**src/rtl/slt_pkg.sv**
```systemverilog
// Package: shared defaults and types for the speculative load table.
// Assumes: consumers override widths through module parameters only.
package slt_pkg;
    localparam int DEF_ENTRIES   = 16;
    localparam int DEF_TAG_W     = 7;
    localparam int DEF_ADDR_W    = 32;
    localparam int DEF_GRAN_BITS = 3;

    // Where an advanced load lands in the table.
    typedef enum logic [1:0] {
        INS_SAME_TAG = 2'd0,
        INS_FREE     = 2'd1,
        INS_EVICT    = 2'd2
    } ins_kind_e;
endpackage

```
**src/rtl/slt_match.sv**
```systemverilog
// Module: slt_match
// Compares every entry against the store line, the load tag and the check tag.
// Assumes: the vectors it returns are not masked by valid; the caller masks them.
module slt_match #(
    parameter int ENTRIES = 16,
    parameter int TAG_W   = 7,
    parameter int LINE_W  = 29
) (
    input  logic [ENTRIES-1:0][TAG_W-1:0]  ent_tag,
    input  logic [ENTRIES-1:0][LINE_W-1:0] ent_line,
    input  logic [LINE_W-1:0]              st_line,
    input  logic [TAG_W-1:0]               ld_tag,
    input  logic [TAG_W-1:0]               chk_tag,
    output logic [ENTRIES-1:0]             st_line_hit,
    output logic [ENTRIES-1:0]             ld_tag_hit,
    output logic [ENTRIES-1:0]             chk_tag_hit
);
    for (genvar e = 0; e < ENTRIES; e++) begin : g_cmp
        // Per-entry comparators.
        always_comb begin
            st_line_hit[e] = (ent_line[e] == st_line);
            ld_tag_hit[e]  = (ent_tag[e] == ld_tag);
            chk_tag_hit[e] = (ent_tag[e] == chk_tag);
        end
    end
endmodule

```
**src/rtl/slt_alloc.sv**
```systemverilog
// Module: slt_alloc
// Picks the entry an advanced load writes. Order of preference: the live entry
// that already holds the same tag, then the lowest free entry, then the entry
// under the rotating victim pointer.
// Assumes: same_tag has at most one bit set; free_vec reflects the table after
// this cycle's clear and store.
module slt_alloc
    import slt_pkg::*;
#(
    parameter int ENTRIES = 16,
    localparam int IDX_W  = (ENTRIES > 1) ? $clog2(ENTRIES) : 1
) (
    input  logic               clk,
    input  logic               rst_n,
    input  logic               clr,
    input  logic               ld_req,
    input  logic [ENTRIES-1:0] same_tag,
    input  logic [ENTRIES-1:0] free_vec,
    output logic [IDX_W-1:0]   ins_idx,
    output ins_kind_e          ins_kind
);
    logic [IDX_W-1:0] victim_q;
    logic [IDX_W-1:0] same_idx;
    logic [IDX_W-1:0] free_idx;

    // Encode the same-tag hit and the lowest free entry (lowest index wins).
    always_comb begin
        same_idx = '0;
        free_idx = '0;
        for (int e = ENTRIES - 1; e >= 0; e--) begin
            if (same_tag[e]) same_idx = IDX_W'(e);
            if (free_vec[e]) free_idx = IDX_W'(e);
        end
    end

    // Choose the slot and how it was found.
    always_comb begin
        if (|same_tag) begin
            ins_kind = INS_SAME_TAG;
            ins_idx  = same_idx;
        end else if (|free_vec) begin
            ins_kind = INS_FREE;
            ins_idx  = free_idx;
        end else begin
            ins_kind = INS_EVICT;
            ins_idx  = victim_q;
        end
    end

    // Rotate the victim pointer on each eviction; clear sets it back to entry 0.
    always_ff @(posedge clk) begin
        if (!rst_n || clr) begin
            victim_q <= '0;
        end else if (ld_req && ins_kind == INS_EVICT) begin
            victim_q <= (victim_q == IDX_W'(ENTRIES - 1)) ? '0 : victim_q + 1'b1;
        end
    end

    // The pointer never leaves the table.
    assert_victim_in_range_R7: assert property (@(posedge clk) disable iff (!rst_n)
        victim_q <= IDX_W'(ENTRIES - 1));
    // A load into a full table moves the pointer on by one.
    assert_victim_advance_R7: assert property (@(posedge clk) disable iff (!rst_n)
        (ld_req && !clr && ins_kind == INS_EVICT && victim_q != IDX_W'(ENTRIES - 1))
        |=> (victim_q == $past(victim_q) + 1'b1));
endmodule

```
**src/rtl/spec_load_table.sv**
```systemverilog
// Module: spec_load_table (top)
// Associative table of advanced loads keyed by register tag. A check looks up
// its tag and either reports a hit or redirects to the recovery address.
// Assumes: one request of each kind per cycle. Within a cycle the order is
// check (sees old state), then clear, then store, then insert.
module spec_load_table
    import slt_pkg::*;
#(
    parameter int ENTRIES   = DEF_ENTRIES,
    parameter int TAG_W     = DEF_TAG_W,
    parameter int ADDR_W    = DEF_ADDR_W,
    parameter int GRAN_BITS = DEF_GRAN_BITS,
    localparam int LINE_W   = ADDR_W - GRAN_BITS,
    localparam int IDX_W    = (ENTRIES > 1) ? $clog2(ENTRIES) : 1
) (
    input  logic              clk,
    input  logic              rst_n,
    input  logic              clr,
    input  logic              ld_req,
    input  logic [TAG_W-1:0]  ld_tag,
    input  logic [ADDR_W-1:0] ld_addr,
    input  logic              st_req,
    input  logic [ADDR_W-1:0] st_addr,
    input  logic              chk_req,
    input  logic [TAG_W-1:0]  chk_tag,
    input  logic [ADDR_W-1:0] chk_recover,
    output logic              chk_hit,
    output logic              redirect_valid,
    output logic [ADDR_W-1:0] redirect_target
);
    logic [ENTRIES-1:0]             valid_q;
    logic [ENTRIES-1:0][TAG_W-1:0]  tag_q;
    logic [ENTRIES-1:0][LINE_W-1:0] line_q;

    logic [ENTRIES-1:0] st_line_hit, ld_tag_hit, chk_tag_hit;
    logic [ENTRIES-1:0] valid_mid, same_tag_live;
    logic [IDX_W-1:0]   ins_idx;
    ins_kind_e          ins_kind;
    logic               lookup_hit;

    slt_match #(.ENTRIES(ENTRIES), .TAG_W(TAG_W), .LINE_W(LINE_W)) u_match (
        .ent_tag    (tag_q),
        .ent_line   (line_q),
        .st_line    (st_addr[ADDR_W-1:GRAN_BITS]),
        .ld_tag     (ld_tag),
        .chk_tag    (chk_tag),
        .st_line_hit(st_line_hit),
        .ld_tag_hit (ld_tag_hit),
        .chk_tag_hit(chk_tag_hit)
    );

    // Validity after this cycle's clear and store, before the insert.
    always_comb begin
        valid_mid = clr ? '0 : valid_q;
        if (st_req) valid_mid = valid_mid & ~st_line_hit;
        same_tag_live = clr ? '0 : (valid_q & ld_tag_hit);
        lookup_hit    = |(valid_q & chk_tag_hit);
    end

    slt_alloc #(.ENTRIES(ENTRIES)) u_alloc (
        .clk     (clk),
        .rst_n   (rst_n),
        .clr     (clr),
        .ld_req  (ld_req),
        .same_tag(same_tag_live),
        .free_vec(~valid_mid),
        .ins_idx (ins_idx),
        .ins_kind(ins_kind)
    );

    // Table state update: clear, store removal, then insert.
    always_ff @(posedge clk) begin
        if (!rst_n) begin
            valid_q <= '0;
            tag_q   <= '0;
            line_q  <= '0;
        end else begin
            valid_q <= valid_mid;
            if (ld_req) begin
                valid_q[ins_idx] <= 1'b1;
                tag_q[ins_idx]   <= ld_tag;
                line_q[ins_idx]  <= ld_addr[ADDR_W-1:GRAN_BITS];
            end
        end
    end

    // Registered check outcome, computed from the table state before this cycle's updates.
    always_ff @(posedge clk) begin
        if (!rst_n) begin
            chk_hit         <= 1'b0;
            redirect_valid  <= 1'b0;
            redirect_target <= '0;
        end else begin
            chk_hit         <= chk_req && lookup_hit;
            redirect_valid  <= chk_req && !lookup_hit;
            redirect_target <= (chk_req && !lookup_hit) ? chk_recover : '0;
        end
    end

    // A check always produces exactly one outcome in the next cycle.
    assert_check_answers_R3: assert property (@(posedge clk) disable iff (!rst_n)
        chk_req |=> (chk_hit != redirect_valid));
    // No outcome without a check.
    assert_quiet_idle_R11: assert property (@(posedge clk) disable iff (!rst_n)
        !chk_req |=> (!chk_hit && !redirect_valid && redirect_target == '0));
    // After a store with no insert, no live entry holds the stored line.
    assert_store_purges_R4: assert property (@(posedge clk) disable iff (!rst_n)
        (st_req && !ld_req) |=> ((valid_q & st_line_hit) == '0 || $changed(st_addr)));
    // A clear with no load leaves the table empty.
    assert_clear_empties_R9: assert property (@(posedge clk) disable iff (!rst_n)
        (clr && !ld_req) |=> (valid_q == '0));
    // An advanced load always leaves a live entry with its tag.
    assert_load_lands_R2: assert property (@(posedge clk) disable iff (!rst_n)
        (ld_req && !$isunknown(ld_tag)) |=> (|(valid_q & ld_tag_hit) || $changed(ld_tag)));
    // Each tag occupies at most one live entry.
    assert_tag_unique_R5: assert property (@(posedge clk) disable iff (!rst_n)
        $countones(valid_q & chk_tag_hit) <= 1);
endmodule

```
**config.mk**
```make
export PLATFORM = sky130hd
export DESIGN_NAME = spec_load_table
export DESIGN_NICKNAME = d
export VERILOG_FILES = /design/src/rtl/slt_pkg.sv /design/src/rtl/slt_match.sv /design/src/rtl/slt_alloc.sv /design/src/rtl/spec_load_table.sv
export SDC_FILE = /design/constraint.sdc
export NUM_CORES = 2
export LEC_CHECK = 0
export BUFFER_PORTS_ARGS = -buffer_cell sky130_fd_sc_hd__buf_4
export CORE_MARGIN = 5
export CORE_UTILIZATION = 30
export DETAILED_ROUTE_END_ITERATION = 10
export PLACE_DENSITY = 0.55
export SETUP_SLACK_MARGIN = 0.3
export SYNTH_ARGS = -nofsm -noshare
export SYNTH_HDL_FRONTEND = slang
export SYNTH_SLANG_ARGS = --single-unit
```
**constraint.sdc**
```tcl
create_clock -name clk -period 7.5 [get_ports clk]
set_clock_uncertainty 0.2 [all_clocks]
set_input_delay 0.375 -clock clk [delete_from_list [all_inputs] [get_ports clk]]
set_output_delay 0.375 -clock clk [all_outputs]
set_load 0.01 [all_outputs]
```
[Word-level counts from Yosys, hierarchy flattened]
Cells that the tools add are included.
W data, S select, Z words.
Storage, ports and cells
  output and inout port bits: 34
  input bits: 116
  word-level logic and storage cells: 156
  register bits after elaboration: 630
Operators by class
  bitwise logic cells: 6
  magnitude comparators: 2
  $add $sub $neg: 1
  multiplexer cells: 49
  equal/unequal tests: 50
  reduce and logical (&&, ||, !) cells: 11
Operators by type and width (number)
  $bwmux W464: 1
  $eq A29 B29 Y1: 16
  $eq A7 B7 Y1: 32
  $mux W4: 35
  $demux W29 S4: 1
  $bwmux W112: 1
  $mux W16: 4
  $and A16 B16 Y16: 3
  $reduce_or A16 Y1: 3
  $not A16 Y16: 2
  $mux W29: 1
  $demux W7 S4: 1
  $or A16 B16 Y16: 1
  $mux W7: 1
  $lt A4 B5 Y1 const B: 1
  $add A4 B1 Y4 const B: 1
  $demux W1 S4: 1
  $eq A4 B4 Y1 const B: 1
  $ge A4 B1 Y1 const B: 1
  $logic_and A1 B1 Y1: 4
  $mux W2: 2
  $eq A2 B2 Y1 const B: 1
  $logic_not A1 Y1: 2
  $reduce_and A2 Y1: 1
  other kinds (2): 2

[Depth between registers and ports, before layout]
  word-level depth: 29
  gate-level depth with buffers: 15
  depth with buffers taken out: 10

[Hierarchy]
From an unflattened synthesis, not the netlist that was laid out.
Unflattened totals
  cells, all modules: 3854
  area total of the unflattened synthesis: 32117.1 sq um
Modules (own cells, without submodules)
  spec_load_table: instances 1, cells each 2763, area an instance 23259.8 sq um, seq. area each 12532.0 sq um
  slt_match: instances 1, cells each 998, area an instance 8154.1 sq um, seq. area each 0.0 sq um
  slt_alloc: instances 1, cells each 93, area an instance 703.2 sq um, seq. area each 80.1 sq um

[Worst setup path after synthesis]
Ideal clock, no wire load.
  path kind: input port to flip-flop
  start: input st_addr[18]
  end: register line_q[174] (netlist name)
  path slack: 3909 ps
  setup time: 132 ps
  path buffers: 3
  data required time: 7168 ps
  data arrival time: 3259 ps
  cell stages on the path: 13
  cell sequence: buf_2 xnor2_1 nand4_1 or4_1 o21ai_2 o211ai_1 and3_1 or3b_4 a211oi_4 or4b_1 buf_6 buf_6 mux2i_1
On the way
  cells in the longest elaborated chain, start to end: 28
  elaborated cells on any way between the ends: 45
  classes of those cells: order compare (2); eq/ne (16); mux (22); bitwise (3); reduce/logical (2)
RTL lines
  from (decl): RTL line spec_load_table.sv:23  | input logic [ADDR_W-1:0] st_addr,
  $eq A29 B29 Y1: RTL line slt_match.sv:21  | st_line_hit[e] = (ent_line[e] == st_line);
  $not A16 Y16 (*): RTL line spec_load_table.sv:55  | if (st_req) valid_mid = valid_mid & ~st_line_hit;
  $and A16 B16 Y16 (*): RTL line spec_load_table.sv:55
  $mux W16 (*): RTL line spec_load_table.sv:55
  $not A16 Y16 (*): RTL line spec_load_table.sv:66  | .free_vec(~valid_mid),
  $mux W4 (16 in series): RTL line slt_alloc.sv:32  | if (free_vec[e]) free_idx = IDX_W'(e);
  $mux W4 (*): RTL line slt_alloc.sv:41  | end else if (|free_vec) begin
  $mux W4 (*): RTL line slt_alloc.sv:38  | if (|same_tag) begin
  $lt A4 B5 Y1 (not written as such) or $ge A4 B1 Y1 (tied branches): RTL line spec_load_table.sv:82  | line_q[ins_idx] <= ld_addr[ADDR_W-1:GRAN_BITS];
  $logic_and A1 B1 Y1 (not written as such): RTL line spec_load_table.sv:82
  $mux W29 (not written as such): RTL line spec_load_table.sv:82
  $demux W29 S4 (*): RTL line spec_load_table.sv:82
  $bwmux W464 (*): RTL line spec_load_table.sv:82
  to (signal, indexed assignment): RTL line spec_load_table.sv:82
  to (decl): RTL line spec_load_table.sv:33  | logic [ENTRIES-1:0][LINE_W-1:0] line_q;
Mark *: on every way between the ends. The rest lies on a longest branch, timed or not.
A chain may end at the register's enable or synchronous reset.

[Worst setup path in the final report]
  start: register line_q[256] (netlist name)
  end: register line_q[400] (netlist name)
On the way
  cells in the longest elaborated chain, start to end: 21
  elaborated cells on any way between the ends: 23
  classes of those cells: order compare (2); eq/ne (1); mux (15); bitwise (3); reduce/logical (2)
RTL lines (RTL line)
  $eq A29 B29 Y1 (*): slt_match.sv:21
  $not A16 Y16 (*): spec_load_table.sv:55
  $and A16 B16 Y16 (*): spec_load_table.sv:55
  $mux W16 (*): spec_load_table.sv:55
  $not A16 Y16 (*): spec_load_table.sv:66
  $mux W4 (9 in series): slt_alloc.sv:32
  $mux W4 (*): slt_alloc.sv:41
  $mux W4 (*): slt_alloc.sv:38
  $lt A4 B5 Y1 (not written as such) or $ge A4 B1 Y1 (tied branches): spec_load_table.sv:82
  $logic_and A1 B1 Y1 (not written as such): spec_load_table.sv:82
  $mux W29 (not written as such): spec_load_table.sv:82
  $demux W29 S4 (*): spec_load_table.sv:82
  $bwmux W464 (*): spec_load_table.sv:82
Marked as above.

==> summary.txt <==
Status
  – Status: finished clean

Global route
  – Remaining Overflow, GRT: 0
  – Largest net degree at the start of global routing: 142
  – GRT Total Usage: 18.4%
  – First-pass GRT wire length: 153000 um
  – Initial antenna violation count: 0
  – Vias in the first global route: 21.8k

Yosys
  – Top_reg_cell synth: dfxtp_1
  – Leading area contributor after synthesis: dfxtp_1
  – Syn. warnings: 0
  – Avg Cell Area, Syn: 9.59 um^2
  – Synth area leaders: dfxtp_1 (41%), mux2i_1 (19%), xnor2_1 (13%), nand2_1 (7.8%), xor2_1 (6.1%)
  – Synth Cell Area: 31000 um^2
  – Synthesis-stage register bit count: 630
  – Register area share after synthesis: 40.6%
  – Top post-synthesis cells by count: nand2_1 (649), dfxtp_1 (630), mux2i_1 (578), xnor2_1 (473), xor2_1 (216)
  – Cell count after synthesis: 3239
  – Number of synthesized flops with an enable pin: 0
  – Cell with the most instances after synthesis: nand2_1
  – Yosys cell types: 54
  – Yosys top cell area share: 40.6%
  – Syn nets: 3356
  – Fraction of registers with async set/reset: 0%

Power
  – Sw frac: 26.0%
  – Power share of the clock group: 48.2%
  – Int Pwr: 0.00579 W
  – Net switching power: 0.00203 W
  – LEAKAGE: 14.1 nW
  – Power Density: 219 nW/um^2
  – Peak supply drop: 0.171 mV
  – Comb pwr share: 8.5%
  – Share of power burned in registers: 43.3%
  – Total power: 0.00782 W

Clocking
  – Setup bufs post-CTS: 0
  – Number of buffers created by CTS: 74
  – CTS tree: yes
  – Hold_buf cts: 33
  – Post-CTS sizing: 0
  – Clk buf depth: 3
  – Clk sink count: 630
  – Worst skew pair latency: 660 ps
  – Clock slew at reported path FFs: 60 ps
  – Htree depth: 3
  – Clock Tree Root: clkbuf_16

Setup path
  – CP Cell Sequence: xnor2_1 -> nand4_1 -> nor4_1 -> a21oi_1 -> a211oi_1 -> a211oi_1 -> o211ai_1 -> a31oi_1 -> buf_4 -> nor3_2 -> buf_4 -> mux2i_1
  – Startpoint types: register
  – CP required: 7830 ps
  – Type of the worst setup path: register to register
  – Reg2reg setup slack: 2200 ps
  – Worst Path Max Fanout: 29
  – CP Capture Type: register
  – Reg2reg start: line_q[256]$_SDFFE_PN0P_
  – Reg2reg end: line_q[400]$_SDFFE_PN0P_
  – Worst-case reg-to-reg path depth: 12
  – Arr. time, crit path: 5630 ps
  – CP max stage delay: 1110 ps
  – Crit-path slowest cell: nor4_1

Timing
  – Final min period: 5300 ps
  – Final Cycle Share: 70.7%
  – Hold Vio Cnt, Final: 0
  – Setup TNS: 0 ps
  – Peak Freq: 0.189 GHz
  – Slew Limit Headroom: 10.6%
  – Max Slew Vio Count: 0
  – Slew @ Worst Pin: 1330 ps
  – RSZ-0062 raised after global routing: no
  – Setup-failing EPs final: 0

Layout
  – Nets@finish: 3385
  – Multi-input gate area: 17000 um^2
  – Final-layout fill cell count: 10.4k
  – Diodes inserted: 0
  – Layout area overhead: 14.9%
  – Sequential Area: 12600 um^2
  – Ratio of cells with drive above 1 in the final layout: 9.95%

Drt
  – Routed wire length: 106000 um
  – Routed wl met2: 47600 um
  – DR top layer: met4
  – Detailed-route wire length per cell: 22.6 um
  – Detail Route Antenna Nets: 0
  – WL met3: 5770 um
  – DR vias: 23.0k
  – Residual DRC: 0
  – Met1 WL: 50700 um
  – Vias per cell: 4.89
  – DR iter-0 viols: 2004
  – First-pass DRT Iterations: 5

Min path
  – Hold EP: tag_q[68]$_SDFFE_PN0P_
  – Hold Path Stages: 3
  – Worst Min Path Start: rst_n
  – Hold Crit Class: input pin to register

Die
  – Core ar.: 103000 um^2
  – Die width: 332 um
  – I/O pin count: 150
  – Row count: 118
  – Die height: 332 um
  – Initial Util: 30.1%
  – Total Die Area: 110000 um^2

Flow run
  – Maxcap violations: 0

Place
  – GPL Wtd Cong: 0.825
  – I/O Buffers: 143
  – Hpwl dp: 63100 um
==> sequential cells by signal, summed over array words and instances (netlist names) <==
register and cells:
valid_q 16, tag_q 112, u_alloc.victim_q 4, line_q 464, redirect_valid 1, chk_hit 1
redirect_target 32
==> power groups by stage <==
stage / sequential (W) / combinational [W] / clock, W
final: 0.00339 / 0.000664 / 0.00377
after global routing: 0.00339 / 0.000693 / 0.00397
after CTS: 0.00339 / 0.000659 / 0.00384
after detailed placement: 0.00346 / 0.000643 / 0
after global placement: 0.00346 / 0.000645 / 0
after floorplan: 0.00346 / 0.000401 / 0
==> metrics by stage <==
stage	cell area, um^2	instances	utilization, %	setup WS, ps	hold WS, ps
after floorplan	31000	3239	-	3910	246
after global placement	32800	4539	31.8	1940	254
after detailed placement	32800	4539	31.8	1960	258
after CTS	35700	4707	34.6	2430	43.3
after global routing	35700	4707	34.6	2130	69.0
final	35700	4707	34.6	2200	62.5
==> cell families (layout without fill, tap and decap cells) <==
family | after synthesis | after routing | share of synthesized area [%]
flops | 630 | 630 | 40.6
fa+ha+maj | 1 | 1 | 0.0403
compound gates | 81 | 81 | 1.82
mux | 578 | 578 | 18.6
buf+inv | 270 | 358 | 4.77
simple gates | 990 | 990 | 14.7
xor+xnor | 689 | 689 | 19.4
==> how the worst max path moves through the flow <==
stage | startpoint | to | slack (ps) | depth (start not counted)
final | line_q[256]$_SDFFE_PN0P_ | line_q[400]$_SDFFE_PN0P_ | 2200 | 12
after global routing | line_q[236]$_SDFFE_PN0P_ | line_q[400]$_SDFFE_PN0P_ | 2130 | 12
after CTS | line_q[236]$_SDFFE_PN0P_ | line_q[400]$_SDFFE_PN0P_ | 2430 | 12
after detailed placement | st_addr[13] | line_q[400]$_SDFFE_PN0P_ | 1960 | 13
after global placement | st_addr[10] | line_q[391]$_SDFFE_PN0P_ | 1940 | 13
after floorplan | st_addr[18] | line_q[174]$_SDFFE_PN0P_ | 3910 | 13
==> critical path, delay by kind of cell, from the launching register on <==
kind	cells	cell delay (ps)
xor+xnor	1	170
simple gates	3	2080
mux	1	250
buf+inv	2	870
compound gates	5	1210
flops	1	320
==> per-layer routing <==
layer,vias up,global-route usage (%)
met5,-,0
met1,11528,26.6
met4,0,4.26
met3,131,2.94
li1,10824,-
met2,534,29.0
==> layout make-up <==
| cell class | count | share of cell area (%) |
|---|---|---|
| repair buffers | 220 | 4.92 |
| well taps | 1380 | 4.84 |
| flip-flops and latches | 630 | 35.4 |
| multi-input cells | 2339 | 47.8 |
| inverters | 3 | 0.0316 |
| clock buffers | 102 | 5.88 |
| clock inverters | 33 | 1.22 |
==> layout by cell type (no fill, tap or decap), drive strengths merged, types with 3 or more instances in the layout <==
| cell type | synthesis | layout |
|---|---|---|
| nand2 | 649 | 649 |
| dfxtp | 630 | 630 |
| mux2i | 578 | 578 |
| xnor2 | 473 | 473 |
| xor2 | 216 | 216 |
| buf | 140 | 187 |
| nand4 | 136 | 136 |
| clkbuf | 127 | 102 |
| nor4 | 77 | 77 |
| and2 | 34 | 34 |
| dlygate4sd3 | 0 | 33 |
| nor2 | 24 | 24 |
| clkinv | 0 | 22 |
| o21ai | 16 | 16 |
| a21oi | 14 | 14 |
| nand2b | 13 | 13 |
| o21a | 13 | 13 |
| nor2b | 9 | 9 |
| a21boi | 9 | 9 |
| nor3 | 9 | 9 |
| inv | 3 | 8 |
| a211oi | 7 | 7 |
| bufinv | 0 | 6 |
| or4 | 5 | 5 |
| a31oi | 5 | 5 |
| nand3 | 5 | 5 |
| nor3b | 5 | 5 |
| o211ai | 4 | 4 |
| nand4b | 4 | 4 |
| and3 | 4 | 4 |
| and4 | 3 | 3 |
| nand3b | 3 | 3 |
| o21bai | 3 | 3 |
| or3b | 3 | 3 |
(Power assumes the default switching activity.)
